===== src/rtl/vblk_hdr_parser.sv =====
module vblk_hdr_parser (
  input  logic        clk,
  input  logic        rst_n,
  input  logic        flush,
  input  logic        in_valid,
  input  logic [15:0] in_data,
  output logic        in_ready,
  input  logic        done_ack,
  output logic        done,
  output logic [1:0]  mode,
  output logic [2:0]  blk_len,
  output logic [10:0] short_pfx,
  output logic [15:0] long_pfx,
  output logic [10:0] second_pfx,
  output logic        ext_fmt,
  output logic        rsv_err
);
  logic [1:0] need_q, idx_q;
  logic acc, searching, is_hdr;

  assign in_ready  = !(done && !done_ack);
  assign acc       = in_valid && in_ready;
  assign searching = need_q == 2'd0;
  assign is_hdr    = in_data[6:0] == 7'h7f;

  always_ff @(posedge clk or negedge rst_n) begin
    if (!rst_n) begin
      need_q <= '0; idx_q <= '0; done <= 1'b0; mode <= '0; blk_len <= '0;
      short_pfx <= '0; long_pfx <= '0; second_pfx <= '0;
      ext_fmt <= 1'b0; rsv_err <= 1'b0;
    end else if (flush) begin
      need_q <= '0; idx_q <= '0; done <= 1'b0; mode <= '0; blk_len <= '0;
      short_pfx <= '0; long_pfx <= '0; second_pfx <= '0;
      ext_fmt <= 1'b0; rsv_err <= 1'b0;
    end else begin
      if (done && done_ack) done <= 1'b0;
      if (acc && searching && is_hdr) begin
        mode       <= in_data[8:7];
        blk_len    <= in_data[14:12];
        short_pfx  <= '0;
        long_pfx   <= '0;
        second_pfx <= '0;
        ext_fmt    <= in_data[8:7] == 2'b00;
        need_q     <= in_data[8:7];
        idx_q      <= '0;
        done       <= in_data[8:7] == 2'b00;
        if (in_data[15] || |in_data[11:9]) rsv_err <= 1'b1;
      end else if (acc && !searching) begin
        case (idx_q)
          2'd0: begin
            short_pfx <= in_data[10:0];
            if (|in_data[15:11]) rsv_err <= 1'b1;
          end
          2'd1: long_pfx <= in_data;
          default: begin
            second_pfx <= in_data[10:0];
            if (|in_data[15:11]) rsv_err <= 1'b1;
          end
        endcase
        need_q <= need_q - 2'd1;
        idx_q  <= idx_q + 2'd1;
        if (need_q == 2'd1) done <= 1'b1;
      end
    end
  end

  assert_done_hold_R8: assert property (@(posedge clk) disable iff (!rst_n || flush)
    done && !done_ack |=> done && $stable(short_pfx) && $stable(long_pfx) && $stable(second_pfx));
  assert_done_release_R8: assert property (@(posedge clk) disable iff (!rst_n || flush)
    done && done_ack && !(in_valid && in_data[6:0] == 7'h7f && in_data[8:7] == 2'b00) |=> !done);
  assert_flush_clears_R9: assert property (@(posedge clk) disable iff (!rst_n)
    flush |=> !done && !rsv_err && !ext_fmt && mode == 2'b00 && short_pfx == '0 && long_pfx == '0);
  assert_rsv_sticky_R7: assert property (@(posedge clk) disable iff (!rst_n || flush)
    rsv_err |=> rsv_err);
  assert_ext_mode_R6: assert property (@(posedge clk) disable iff (!rst_n)
    ext_fmt |-> mode == 2'b00);
  assert_twin_only_R5: assert property (@(posedge clk) disable iff (!rst_n)
    second_pfx != '0 |-> mode == 2'b11);
  assert_done_cause_R3: assert property (@(posedge clk) disable iff (!rst_n || flush)
    $rose(done) |-> $past(in_valid));
endmodule


===== config.mk =====
export PLATFORM = sky130hd
export DESIGN_NAME = vblk_hdr_parser
export DESIGN_NICKNAME = d
export VERILOG_FILES = /design/src/rtl/vblk_hdr_parser.sv
export SDC_FILE = /design/constraint.sdc
export NUM_CORES = 1
export LEC_CHECK = 0
export ABC_AREA = 1
export BUFFER_PORTS_ARGS = -buffer_cell sky130_fd_sc_hd__buf_2
export CORE_UTILIZATION = 36
export CTS_CLUSTER_SIZE = 12
export DETAILED_ROUTE_END_ITERATION = 6
export GPL_TIMING_DRIVEN = 0
export PLACE_DENSITY = 0.69
export SLEW_MARGIN = 40
export SYNTH_ARGS = -nofsm -noshare
export SYNTH_HDL_FRONTEND = slang
export SYNTH_SLANG_ARGS = --single-unit

===== constraint.sdc =====
create_clock -name clk -period 3.9 [get_ports clk]
set_clock_uncertainty 0.1 [all_clocks]
set_input_delay 0.195 -clock clk [delete_from_list [all_inputs] [get_ports clk]]
set_output_delay 0.195 -clock clk [all_outputs]
set_load 0.05 [all_outputs]

==> results by group <==
STA
  • Fin. Hold Viols: 0
  • Final Max Tran Viols: 0
  • Max Clk Rate: 563 MHz
  • RSZ-0062 raised after global routing: no
  • Worst hold margin: 0.0703 ns
  • Fin Setup TNS: 0 ns
  • Worst Tran Pin Value: 0.678 ns
  • Final setup fails: 0
  • Worst setup margin: 2.12 ns
  • Final min period: 1.78 ns
  • Crit share post-route: 45.5%
  • Max-slew headroom: 54.8%

Global route
  • Total grt overflow: 0
  • Initial antenna violation count: 0
  • First-pass GRT wire length: 10600 um
  • Pin count of the biggest net entering global routing: 51
  • Number of global-route vias before repair: 2144
  • Total Routing Usage GR: 18.2%

Die
  • CORE AREA: 6870 um2
  • Initial Utilization: 37.9%
  • Die Area: 7570 um2
  • I/O pin count: 68
  • Site Rows: 30
  • Die X: 87.0 um
  • Die Ht: 87.0 um

Worst setup path
  • Crit path launch type: register
  • CP endpoint kind: register
  • Required time worst endpoint: 4.00 ns
  • CP arrival: 1.87 ns
  • Crit path max fanout: 10
  • Setup Crit Path Kind: reg -> reg

Layout
  • Number of fill cells: 692
  • Ant diodes: 0
  • Area Overhead vs Synth: 21.5%
  • Register area: 1250 um2
  • Design area: 3160 um2
  • Most frequent cells in the layout: nand2_1, buf_2, dfrtp_1
  • Nets: 371
  • Share of layout cells above drive strength 1: 35.2%
  • Multi-input gate area: 1120 um2
  • Most common cell after layout, fill and taps aside: nand2_1

Routing
  • Residual DRC count: 0
  • DRT iter0 DRCs: 144
  • Total Wirelength: 6250 um
  • DR WL/cell: 14.1 um
  • Vias: 2166
  • DR vias/cell: 4.89
  • Drt first pass iters: 4
  • ANT nets after route: 0

CTS
  • CTS H-Tree Depth: 2
  • CTS tree: yes
  • CTS Buf Count: 5
  • Root Buffer: clkbuf_8
  • Max clock buf depth: 2
  • Sink Count: 50
  • Clk_lat worst skew: 0.31 ns
  • Clk slew on worst S/H paths: 0.10 ns
  • Setup Fix Bufs, Post-CTS: 0

Status
  • Status: completed

Synth
  • Mean post-synth cell area: 9.56 um2
  • Distinct cell type count after synthesis: 24
  • Syn nets: 297
  • Synthesized flop and latch total: 50
  • Yosys warning count: 0
  • Post-Syn Area: 2600 um2
  • Mapped Cells: 272
  • Seq/Total Area, Yosys: 48.1%

Power and ir drop
  • Leakage Power: 1.83 nW
  • Pwr Density: 355 nW/um2
  • Peak VDD IR: 0.150 mV

Place
  • RD Place Congestion: 0.802
  • Hpwl dp: 4820 um
  • Pre-CTS setup slack: 2.13 ns
  • Area post-placement: 3050 um2
  • I/O Buffers: 66

Run
  • Max_cap viols: 0

Worst hold path
  • Worst hold path class: in -> reg
stage by stage:
stage | power [W] | instances | util, %
floorplan | 0.000741 | 272 | -
global placement | 0.000812 | 434 | 44.4
detailed placement | 0.000817 | 434 | 44.5
CTS | 0.00114 | 443 | 46.0
global route | 0.00119 | 443 | 46.0
finish | 0.00112 | 443 | 46.0
worst max-delay path: stages (launching register included):
cell      delay, ns
dfrtp_1        0.42
inv_1          0.07
ha_1           0.32
nand3_4        0.14
nor2_8         0.21
nor2_8         0.08
buf_6          0.15
o211ai_1       0.08
nand2_1        0.07
power by group:
part | switching [W] | total [W] | internal, W
logic | 0.000196 | 0.000261 | 0.0000652
registers | 0.0000110 | 0.000545 | 0.000534
clock network | 0.000174 | 0.000317 | 0.000143
total | 0.000380 | 0.00112 | 0.000742
layer usage:
| metal | wire length [um] | GRT usage [%] | up-vias |
|---|---|---|---|
| li1 | - | - | 1085 |
| met1 | 3000 | 25.6 | 1020 |
| met2 | 2880 | 28.5 | 53 |
| met3 | 309 | 4.17 | 8 |
| met4 | 53 | 3.94 | 0 |
| met5 | 0 | 0 | - |
area by class of cell:
type / instances / area share, %
plain buffers: 21 / 4.63
clock buffers: 6 / 2.61
clock inverters: 2 / 0.396
inverters: 21 / 2.50
multi-input cells: 180 / 35.6
flip-flops and latches: 50 / 39.6
well taps: 96 / 3.80
repair buffers: 67 / 10.9
worst paths after layout:
kind,from,end,slack [ns],cells after the start
max,need_q[0],long_pfx[4],2.12,8
min,in_data[12],blk_len[0],0.07,3
max reg2reg,need_q[0],long_pfx[4],2.12,8
min reg2reg,second_pfx[8],second_pfx[8],0.38,2
max in group asynchronous,rst_n,long_pfx[9],2.92,2
min in group asynchronous,rst_n,mode[1],0.33,2
logic make-up (layout without fill, tap and decap cells):
group	count (synthesis)	in the layout	synth area share (%)
flip-flops	50	50	48.1
adder cells (fa/ha/maj)	4	4	1.92
AND/OR/NAND/NOR	139	139	27.3
AO/OA/AOI/OAI	37	37	14.0
buffers and inverters	42	117	8.66
sequential cells by signal (all words and copies together), names as in the netlist:
name,count
rsv_err,1
idx_q,2
second_pfx,11
ext_fmt,1
blk_len,3
need_q,2
long_pfx,16
short_pfx,11
done,1
mode,2
Yosys cell counts:
cell,instances,area (um2)
nor2_2,1,6.26
o211ai_1,6,45.0
nor2_4,1,11.3
nand2_2,4,25.0
nor2_1,8,30.0
clkbuf_1,5,18.8
nand3_4,1,17.5
o211ai_2,21,263
inv_1,19,71.3
nand3_1,7,35.0
o21ai_0,2,10.0
ha_1,4,50.1
a21oi_1,5,25.0
o31ai_1,1,7.51
buf_2,6,30.0
inv_2,2,7.51
dfrtp_1,50,1250
nor2_8,2,40.0
nand2_1,74,278
buf_6,8,90.1
buf_1,2,7.51
o21a_1,2,15.0
nand2_4,2,22.5
nand4_1,39,244
repair_timing:
item                                   CTS  global route
endpoints found under the hold margin   50             0
hold buffers                             1             0
gates resized for setup                  0             0
(Power assumes the default switching activity.)
